--- src/rtl/ext_irq_sense_vec.sv ---
module ext_irq_sense_vec #(
  parameter int NLINES     = 8,
  parameter int AW         = 2,
  parameter int DW         = 32,
  parameter int VW         = 7,
  parameter int SENSE_TOP  = 15,
  parameter int LINE0_CODE = 48,
  parameter int LINEK_BASE = 16
) (
  input  logic              clk,
  input  logic              rst_n,
  input  logic [NLINES-1:0] irq_n_i,
  input  logic [AW-1:0]     bus_addr,
  input  logic              bus_wr,
  input  logic              bus_rd,
  input  logic [DW-1:0]     bus_wdata,
  output logic [DW-1:0]     bus_rdata,
  output logic              irq_req_o
);

  localparam logic [AW-1:0] A_SENSE = AW'(0);
  localparam logic [AW-1:0] A_MASK  = AW'(1);
  localparam logic [AW-1:0] A_PEND  = AW'(2);
  localparam logic [AW-1:0] A_VEC   = AW'(3);

  logic [NLINES-1:0] s1_q, s2_q, prev_q;
  logic [NLINES-1:0] latch_q, sense_q, mask_q;
  logic [NLINES-1:0] clr, fall, pend, active;
  logic [VW-1:0]     vec_w;
  logic [DW-1:0]     rd_word;

  wire wr_sense = bus_wr && (bus_addr == A_SENSE);
  wire wr_mask  = bus_wr && (bus_addr == A_MASK);
  wire wr_pend  = bus_wr && (bus_addr == A_PEND);

  always_ff @(posedge clk or negedge rst_n) begin
    if (!rst_n) begin
      s1_q   <= '1;
      s2_q   <= '1;
      prev_q <= '1;
    end else begin
      s1_q   <= irq_n_i;
      s2_q   <= s1_q;
      prev_q <= s2_q;
    end
  end

  assign fall   = prev_q & ~s2_q;
  assign pend   = (sense_q & latch_q) | (~sense_q & ~s2_q);
  assign active = pend & mask_q;

  always_comb begin
    for (int n = 0; n < NLINES; n++) clr[n] = wr_pend && bus_wdata[DW-1-n];
  end

  always_ff @(posedge clk or negedge rst_n) begin
    if (!rst_n) begin
      latch_q <= '0;
      sense_q <= '0;
      mask_q  <= '0;
    end else begin
      latch_q <= (latch_q & ~clr) | (fall & sense_q);
      for (int n = 0; n < NLINES; n++) begin
        if (wr_sense) sense_q[n] <= bus_wdata[SENSE_TOP-n];
        if (wr_mask)  mask_q[n]  <= bus_wdata[DW-1-n];
      end
    end
  end

  always_comb begin
    vec_w = '0;
    for (int n = NLINES-1; n >= 0; n--) begin
      if (active[n]) vec_w = (n == 0) ? VW'(LINE0_CODE) : VW'(LINEK_BASE + n);
    end
  end

  always_comb begin
    rd_word = '0;
    case (bus_addr)
      A_SENSE: for (int n = 0; n < NLINES; n++) rd_word[SENSE_TOP-n] = sense_q[n];
      A_MASK:  for (int n = 0; n < NLINES; n++) rd_word[DW-1-n] = mask_q[n];
      A_PEND:  for (int n = 0; n < NLINES; n++) rd_word[DW-1-n] = pend[n];
      default: rd_word[VW-1:0] = vec_w;
    endcase
  end

  assign bus_rdata = bus_rd ? rd_word : '0;
  assign irq_req_o = |active;

endmodule

--- config.mk ---
export PLATFORM = sky130hd
export DESIGN_NAME = ext_irq_sense_vec
export DESIGN_NICKNAME = d
export VERILOG_FILES = /design/src/rtl/ext_irq_sense_vec.sv
export SDC_FILE = /design/constraint.sdc
export NUM_CORES = 1
export LEC_CHECK = 0
export ABC_CLOCK_PERIOD_IN_PS = 3700
export CAP_MARGIN = 20
export CORE_ASPECT_RATIO = 1.75
export CORE_MARGIN = 2
export CORE_UTILIZATION = 48
export DETAILED_ROUTE_END_ITERATION = 8
export HOLD_SLACK_MARGIN = 0.15
export PLACE_DENSITY = 0.85
export SKIP_LAST_GASP = 1
export SLEW_MARGIN = 20
export SYNTH_ARGS = -nofsm -noshare
export SYNTH_HDL_FRONTEND = slang
export SYNTH_SLANG_ARGS = --single-unit
--- constraint.sdc ---
create_clock -name clk -period 3.7 [get_ports clk]
set_input_delay 1.11 -clock clk [delete_from_list [all_inputs] [get_ports clk]]
set_output_delay 1.11 -clock clk [all_outputs]
set_load 0.05 [all_outputs]
Yosys cells after proc, flatten, opt, wreduce, memory -nomap -nowiden
Index checks and enable logic that the tools add are counted.
- flip-flop bits (word level): 48
- output and inout port bits: 33
- equal/unequal tests: 2
- mux-type cells: 12
- bitwise gates (word level): 11
- reduce and logical (&&, ||, !) cells: 14
- operators with widths (kind ; number):
    8-bit AND ; 6
    7-bit two-way mux ; 6
    32-bit two-way mux ; 1
    8-bit NOT ; 3
    8-bit OR ; 2
    8-bit one-hot mux with 2 select lines ; 1
    5-bit two-way mux ; 3
    1-bit logical AND ; 11
    8-bit two-way mux ; 1
    8-bit OR reduction ; 1
    3-bit OR reduction ; 1
    2-bit by 1-bit == test with 1-bit output (second input constant) ; 1
    2-bit == test (second input constant) ; 1
    2-bit logical NOT ; 1

Depth between registers and ports, before layout
Gate-level depths: netlist of the first run.
- word-level depth: 14
- depth in mapped cells: 8

Worst setup path before layout of the first run
OpenSTA, ideal clock, no wires.
- kind: input-to-output
- from: input bus_addr[0]
- to: output bus_rdata[24]
- arrival time: 2327 ps
- required time: 2590 ps
- path slack: 263 ps
- cell stages on the path: 4
- path buffers: 0
- cells stage by stage: inv_1 > ha_1 > nand2_1 > a21oi_1
- longest elaborated chain between the ends: 3
- RTL lines (item ; line ; source):
    from (decl) ; 13 ; input logic [AW-1:0] bus_addr,
    2-bit == test / 2-bit by 1-bit == test with 1-bit output (equally long branches) ; 79 ; case (bus_addr)
    8-bit one-hot mux with 2 select lines * ; 79 ;
    32-bit two-way mux * ; 87 ; assign bus_rdata = bus_rd ? rd_word : '0;
    to (decl) ; 17 ; output logic [DW-1:0] bus_rdata,
Mark *: on every way between the ends. The rest lies on a longest branch, timed or not.

Final worst setup path of the first run
- from: input bus_addr[1]
- to: output bus_rdata[27]
Same word-level chain as after synthesis.

==> results_dict.tcl, run 1 <==
set metrics [dict create \
    ir_worst_vdd_mv 0.4263 \
    crit_type "in -> out" \
    numCtsBuffers 5 \
    core_area_um2 4404 \
    p_int_uw 944.6 \
    ys_ff_latch 48 \
    slew_viol_final 0 \
    synthTopCellsByArea "dfstp_2, dfrtp_1, mux2_2, nand2_1, buf_4" \
    drt_iter0_markers 44 \
    fin_tns_setup_ns 0 \
    synth_area_leader_cell "dfstp_2" \
    die_w_um 54.94 \
    drc 0 \
    grt_pass1_vias 1558 \
    nFillCells 312 \
    hold_start "s1_q[2]" \
    r2r-start "s2_q[0]" \
    timing.final.crit_share_pct 99.51 \
    syn-instance-count 192 \
    max-slew-margin-rel_pct 62.21 \
    antenna_found_initial 0 \
    cts_tree "done" \
    holdCritPathClass "reg -> reg" \
    fmax_ghz 0.2716 \
    ant_nets 0 \
    p_comb_share_pct 27.8 \
    cp_data_arrival_time_ns 2.57 \
    rsz0062_at_grt "true" \
    rows 32 \
    setup-violations-final 0 \
    p_clk_share_pct 24.0 \
    min_period_ns 3.682 \
    viasPerCell 5.092 \
    final_cell_mix "nand2_1, clkdlybuf4s50_1, dfrtp_1, dfstp_2, buf_12" \
    skew_ns 0.01018 \
    syn_to_final_growth_pct 40.53 \
    die_y_um 93.14 \
    pwr-share-seq_pct 48.2 \
    grt-ovfl-total 0 \
    globalplace.congestion 0.7851 \
    io_buffer_count 51 \
    critPathRequiredTime_ns 2.59 \
    drv_cap 0 \
    wire_per_inst_um 14.97 \
    startpoint "bus_addr[1]" \
    switching_share_pct 30.29 \
    final_common_cell "nand2_1" \
    drtPass1Iterations 4 \
    ios 79 \
    die-area_um2 5117 \
    drt_wl_total_um 4550 \
    clock-sinks 48 \
    power_switching_uw 410.5 \
    htreeDepth 2 \
    yosysWarnings 0 \
    synth.top_cell.area_share_pct 28.93 \
    finalHoldViolations 0 \
    hold_buffers 0 \
    outcome "finished clean" \
    drive_gt1_share_pct 37.55 \
    clk_path_buf_depth 2 \
    place_hpwl_um 3489 \
    tightest_slew_ns 0.5669 \
    power.leakage_nw 1.319 \
    clock_latency_ns 0.29 \
    cts_root_buf "clkbuf_8" \
    worstSetupEndpointType "primary output" \
    nNetsFinal 302 \
    post-route-util_pct 69.55 \
    clk_pin_slew_ns 0.07 \
    syn_avg_cell_area_um2 11.35 \
    grt_max_degree 49 \
    initial_core_util_pct 49.49 \
    syn_area_um2 2180 \
    synth_seq_area_share_pct 56.49 \
    diodes 0 \
    gr-usage-all-layers_pct 20.51 \
    cellPowerDensity_nw_per_um2 442.4 \
    critPathMaxFanout 8 \
    synth_cell_types 31 \
    startpoint_type "input pin" \
    grt_pass1_wl_um 7445 \
    vias 1548 \
]
-- final cells by class --
class | count | area (um2) | share of cell area (%)
timing repair buffer | 58 | 770.7 | 25.16
clock buffer | 8 | 100.1 | 3.268
sequential | 48 | 1231 | 40.20
multi-input combinational | 135 | 882.1 | 28.80
tap | 51 | 63.81 | 2.083
inverter | 4 | 15.01 | 0.4902
-- power groups by stage --
stage	Sequential [mW]	Clock [mW]	Combinational [mW]
floorplan	0.647	0	0.246
global placement	0.654	0	0.363
detailed placement	0.661	0	0.375
CTS	0.653	0.335	0.377
global route	0.663	0.355	0.407
finish	0.653	0.325	0.377
-- path summary, 6_finish.rpt --
path                                       to  slack (ns)  cells after the start
worst max-delay path            bus_rdata[27]        0.02                      6
worst min-delay path                  s2_q[2]        0.36                      0
worst max register to register     latch_q[0]        2.76                      2
worst min register to register        s2_q[2]        0.36                      0
max in group asynchronous           prev_q[0]        2.50                      1
min in group asynchronous          sense_q[5]        0.80                      1
-- cells in the mapped netlist --
cell type / count
o21ai_0: 8
a31oi_1: 2
buf_2: 4
a22oi_1: 3
a21oi_2: 3
nand2b_4: 1
a32o_1: 1
and2_4: 1
dfstp_2: 24
nor3b_2: 2
dfrtp_1: 24
nand3_4: 1
inv_1: 3
nor2_1: 4
nand4_1: 1
a21oi_1: 5
and2_1: 1
mux2_4: 1
nand2_4: 1
inv_2: 1
o221ai_2: 1
nand2_2: 2
and3_2: 1
nand3_1: 12
conb_1: 1
nand2b_1: 11
and3_1: 8
buf_4: 11
ha_1: 4
mux2_2: 16
nand2_1: 34
-- worst max-delay path, stage by stage --
cell and delay (ns):
clkdlybuf4s50_1 0.51, inv_1 0.08, ha_1 0.28, nand2_2 0.13
a21oi_1 0.29, buf_12 0.18
-- what timing repair did --
action,CTS,global route
setup endpoints to repair,7,6
gates resized for setup,2,2
gates cloned,0,0
buffers inserted,0,0
-- per-stage QoR --
| step | power [mW] | instance area, um2 | cells | worst slack, ns | hold slack [ns] |
|---|---|---|---|---|---|
| global route | 1.425 | 3063 | 304 | -0.02830 | 0.3620 |
| detailed placement | 1.036 | 2947 | 296 | -0.04473 | 0.3468 |
| floorplan | 0.8935 | 2217 | 202 | 0.2632 | 0.3452 |
| finish | 1.355 | 3063 | 304 | 0.01828 | 0.3566 |
| global placement | 1.018 | 2947 | 296 | -0.04164 | 0.3460 |
| CTS | 1.365 | 3052 | 304 | 0.03225 | 0.3586 |
-- registers in the layout (all words and copies together), names as in the netlist --
register  flops
mask_q        8
latch_q       8
s1_q          8
sense_q       8
prev_q        8
s2_q          8
-- layer usage --
| layer | vias up | track usage [%] | routed length [um] |
|---|---|---|---|
| met5 | - | 0 | 0 |
| met4 | 0 | 9.756 | 136 |
| met3 | 11 | 3.674 | 200 |
| met2 | 53 | 35.02 | 2521 |
| met1 | 739 | 23.56 | 1691 |
| li1 | 745 | - | - |
-- kinds of logic (layout without fill, tap and decap cells) --
group                      after synthesis  count (layout)  synth area share [%]
AOI/OAI and AO/OA                       23              23                 6.946
adders and majority gates                4               4                 2.296
buffers and inverters                   19              70                 5.396
DFF                                     48              48                 56.49
muxes                                   17              17                 8.955
other                                    1              11                0.1721
and+or+nand+nor                         80              80                 19.75
Power figures use the tool's default switching activity.
==> run 2: changes to the inputs <==
CORE_ASPECT_RATIO = 0.7   (was 1.75)
GPL_ROUTABILITY_DRIVEN = 0   (was unset)
==> run 2 against run 1 <==
Clock power is 24% higher. Final area grew 2.0%. Die area fell by 0.25%. Largest cell class unchanged. Total power up 6.3%. Via count grew 3.5%. Sequential power about the same. Core utilization is 2.2 points higher. Register-to-register slack gained 0.02 ns. Critical path type unchanged. Global-route usage decreased by 1.2 points. Worst hold slack improved by 0.00093 ns. Maximum frequency about the same.
==> results_dict.tcl, run 2 (same netlist as run 1, synthesis figures left out) <==
set metrics [dict create \
    met1_usage_pct 26.05 \
    die-area_um2 5105 \
    finalHoldViolations 0 \
    clock_latency_ns 0.30 \
    clk_path_buf_depth 2 \
    syn_to_final_growth_pct 43.40 \
    cp_top_family "buffers and inverters" \
    r2r_slack_ns 2.78 \
    post-cts-setup-buffers 0 \
    drt_iter0_markers 142 \
    grt_max_degree 49 \
    io_buffer_count 51 \
    antenna_found_initial 0 \
    drv_cap 0 \
    setup_slack_ns 0.01491 \
    initial_core_util_pct 50.06 \
    timing.final.crit_share_pct 99.60 \
    cpMaxStageDelayCell "clkdlybuf4s50_1" \
    drc 0 \
    holdWs_ns 0.3575 \
    dp.cells 300 \
    pre_cts_slack_ns -0.1100 \
    grt_pass1_wl_um 7458 \
    cts_tree "done" \
    final_cell_mix "nand2_1, clkdlybuf4s50_1, dfrtp_1, dfstp_2, buf_12" \
    crit_type "in -> out" \
    crit_path_cell_trace "clkdlybuf4s50_1 -> inv_1 -> ha_2 -> nand2_4 -> a21oi_1 -> buf_4 -> buf_12" \
    clk_pin_slew_ns 0.08 \
    rsz0062_at_grt "true" \
    holdCritPathClass "reg -> reg" \
    fin_cells 308 \
    fin_tns_setup_ns 0 \
    nNetsFinal 302 \
    numCtsBuffers 5 \
    endpoint "bus_rdata[29]" \
    setup-violations-final 0 \
    wire_per_inst_um 15.21 \
    ant_nets 0 \
    hold_buffers 0 \
    drive_gt1_share_pct 39.92 \
    clock-sinks 48 \
    startpoint "bus_addr[0]" \
    drt_wl_total_um 4684 \
    max-slew-margin-rel_pct 61.43 \
    slew_viol_final 0 \
    tightest_slew_ns 0.5785 \
    startpoint_type "input pin" \
    min_period_ns 3.685 \
    cts_root_buf "clkbuf_8" \
    grt_pass1_vias 1536 \
    final_common_cell "nand2_1" \
    ios 79 \
    rows 20 \
    die_y_um 60.38 \
    place_hpwl_um 3398 \
    core_area_um2 4354 \
    gr-usage-met3_pct 4.762 \
    gr-usage-all-layers_pct 19.33 \
    timing.rr.end "latch_q[0]" \
    ir_worst_vdd_mv 0.3127 \
    die_w_um 84.54 \
    slowest_delay_ns 0.51 \
    cp_data_arrival_time_ns 2.58 \
    viasPerCell 5.201 \
    worst-path-stages 7 \
    outcome "finished clean" \
    htreeDepth 2 \
    reg2reg_depth 2 \
    skew_ns 0.002710 \
    r2r-start "s2_q[0]" \
    vias 1602 \
    diodes 0 \
    fmax_ghz 0.2714 \
    critPathBufInv 4 \
    grt_use_met2_pct 32.17 \
    power.leakage_nw 1.338 \
    grt.busiest_layer "met2" \
    worstSetupEndpointType "primary output" \
    cellPowerDensity_nw_per_um2 460.9 \
    critPathRequiredTime_ns 2.59 \
    critPathMaxFanout 8 \
    drtPass1Iterations 4 \
    grt-ovfl-total 0 \
]
[run 2: cell type report]
| class | instances | area [um2] |
|---|---|---|
| Sequential cell | 48 | 1231 |
| Timing Repair Buffer | 58 | 783.3 |
| Fill cell | 306 | 1229 |
| Clock inverter | 1 | 30.03 |
| Clock buffer | 7 | 96.34 |
| Multi-Input combinational cell | 135 | 900.9 |
| Inverter | 4 | 15.01 |
| Tap cell | 55 | 68.82 |
[run 2: metal layers]
| layer | vias to the layer above | part of all wire, % | wire (um) |
|---|---|---|---|
| met2 | 62 | 49 | 2292 |
| met5 | - | 0 | 0 |
| met3 | 7 | 7.4 | 348 |
| met4 | 0 | 0.70 | 33 |
| met1 | 781 | 43 | 2010 |
| li1 | 752 | - | - |
[run 2: through the flow]
step | power (mW) | cell area (um2) | util, %
global placement | 1.021 | 2964 | 68.07
finish | 1.441 | 3126 | 71.78
floorplan | 0.8935 | 2217 | -
detailed placement | 1.037 | 2964 | 68.07
global route | 1.513 | 3126 | 71.78
CTS | 1.443 | 3099 | 71.18
[run 2: worst min-delay path by stage]
| stage | slack [ns] | cells past startpoint | start | endpoint |
|---|---|---|---|---|
| 2_1_floorplan | 0.35 | 0 | s1_q[0] | s2_q[0] |
| 3_3_place_gp | 0.35 | 0 | s1_q[0] | s2_q[0] |
| 3_5_place_dp | 0.35 | 0 | s1_q[1] | s2_q[1] |
| 4_1_cts | 0.36 | 0 | s1_q[1] | s2_q[1] |
| 5_1_grt | 0.36 | 0 | s1_q[1] | s2_q[1] |
| 6_report | 0.36 | 0 | s1_q[5] | s2_q[5] |
[run 2: power breakdown]
part           switching, mW  total [mW]  internal [mW]
sequential            0.0519       0.654          0.602
combinational          0.208       0.383          0.175
clock                  0.166       0.404          0.238
total                  0.426        1.44           1.01
[run 2: timing repair]
item | CTS | global route
gates cloned | 0 | 0
gates resized for setup | 3 | 7
endpoints found under the setup margin | 8 | 8
==> run 3: changes to the inputs <==
CELL_PAD_IN_SITES_DETAIL_PLACEMENT = 1   (was unset)
CELL_PAD_IN_SITES_GLOBAL_PLACEMENT = 1   (was unset)
CORE_UTILIZATION = 50   (was 48)
DONT_BUFFER_PORTS = 1   (was unset)
PLACE_DENSITY = unset   (was 0.85)
PLACE_DENSITY_LB_ADDON = 0.1   (was unset)
==> run 3 against run 2 <==
Clock skew fell by 0.00098 ns. Via count fell by 13%. Final area fell by 23%. Combinational power is 25% lower. Critical endpoint is now bus_rdata[11].
==> results_dict.tcl, run 3 (same netlist as run 1, synthesis figures left out) <==
set metrics [dict create \
    outcome "finished clean" \
    ios 79 \
    drt_wl_total_um 4885 \
    place_hpwl_um 3486 \
    clock_latency_ns 0.30 \
    finalHoldViolations 0 \
    max-slew-margin-rel_pct 58.16 \
    critPathMaxFanout 9 \
    cp_data_arrival_time_ns 2.20 \
    nNetsFinal 256 \
    drive_gt1_share_pct 36.23 \
    grt_max_degree 49 \
    whs_path_depth 0 \
    grt_pass1_wl_um 7672 \
    r2r_slack_ns 2.77 \
    crit_type "in -> out" \
    power.leakage_nw 1.070 \
    cts_tree "done" \
    min_to "s2_q[6]" \
    ir_worst_vdd_mv 0.2704 \
    slowest_delay_ns 0.57 \
    final_common_cell "nand2_1" \
    drc 0 \
    cts-resized-gates 0 \
    grt-ovfl-total 0 \
    holdCritPathClass "reg -> reg" \
    timing.rr.end "latch_q[0]" \
    grt_pass1_vias 1489 \
    final_cell_mix "nand2_1, dfrtp_1, dfstp_2" \
    htreeDepth 2 \
    numCtsBuffers 5 \
    drt_iter0_markers 57 \
    core_area_um2 4254 \
    post-cts-setup-buffers 0 \
    drv_cap 0 \
    viasPerCell 5.324 \
    initial_core_util_pct 51.24 \
    die_w_um 82.92 \
    timing.final.crit_share_pct 89.40 \
    clk_pin_slew_ns 0.08 \
    skew_ns 0.001726 \
    rows 20 \
    r2r-start "s2_q[0]" \
    fmax_ghz 0.3023 \
    die-area_um2 4912 \
    antenna_found_initial 0 \
    io_buffer_count 0 \
    drtPass1Iterations 4 \
    total_power_mw 1.349 \
    gr-usage-all-layers_pct 21.28 \
    reg2reg_depth 2 \
    hold_buffers 0 \
    vias 1395 \
    cpMaxStageDelayCell "and3_1" \
    crit_path_cell_trace "inv_1 -> ha_1 -> and3_1" \
    clk_path_buf_depth 2 \
    cts_root_buf "clkbuf_8" \
    min_period_ns 3.308 \
    tightest_slew_ns 0.6279 \
    cellPowerDensity_nw_per_um2 562.3 \
    rsz0062_at_grt "false" \
    diodes 0 \
    clock-sinks 48 \
    worstSetupEndpointType "primary output" \
    startpoint_type "input pin" \
    critPathRequiredTime_ns 2.59 \
    slew_viol_final 0 \
    startpoint "bus_addr[0]" \
    ant_nets 0 \
    hold_start "s1_q[6]" \
    syn_to_final_growth_pct 10.10 \
    wire_per_inst_um 18.65 \
    fin_tns_setup_ns 0 \
    setup-violations-final 0 \
    die_y_um 59.24 \
]
## run 3: cell types whose count changed in the layout (fill, tap and decap cells not counted)
cell,change
a21oi_2,-4
nand2_4,-1
ha_1,+2
nand2_1,+1
clkdlybuf4s50_1,-29
buf_4,+5
nor2_2,-2
a21oi_1,+4
ha_2,-2
buf_12,-22
nor2_1,+2
## run 3: stage by stage
stage | area (um2) | worst slack, ns | util, % | instances | hold WS, ns
CTS | 2400 | 0.3757 | 56.41 | 262 | 0.3597
global placement | 2273 | 0.4189 | 53.44 | 254 | 0.3459
floorplan | 2217 | 0.2632 | - | 202 | 0.3452
global route | 2400 | 0.3563 | 56.41 | 262 | 0.3647
finish | 2400 | 0.3923 | 56.41 | 262 | 0.3586
detailed placement | 2273 | 0.3829 | 53.44 | 254 | 0.3470
## run 3: layout make-up
class	instances	area, um2
multi-input cells	135	868.3
repair buffers	12	90.09
clock buffers	7	96.34
inverters	4	15.01
well taps	55	68.82
flip-flops and latches	48	1231
clock inverters	1	30.03
fillers	472	1854
## run 3: report_power, final
group	internal, mW	switching [mW]
combinational	0.103	0.184
sequential	0.602	0.0522
clock	0.238	0.170
## run 3: how the worst max path moves through the flow
stage	endpoint	slack [ns]	cells past startpoint
2_1_floorplan	bus_rdata[24]	0.26	4
3_3_place_gp	bus_rdata[11]	0.42	3
3_5_place_dp	bus_rdata[11]	0.38	3
4_1_cts	bus_rdata[11]	0.38	3
5_1_grt	bus_rdata[14]	0.36	3
6_report	bus_rdata[11]	0.39	3
## run 3: metal layers
metal	vias to the layer above	track usage, %	wire, um
li1	654	-	-
met1	685	27.22	2187
met2	48	34.33	2326
met3	8	6.546	292
met4	0	9.133	78
met5	-	0	0
## run 3: worst max-delay path, delay by kind of cell
kind / cells / cell delay (ns)
buffers and inverters: 1 / 0.06
adders and majority gates: 1 / 0.46
and+or+nand+nor: 1 / 0.57
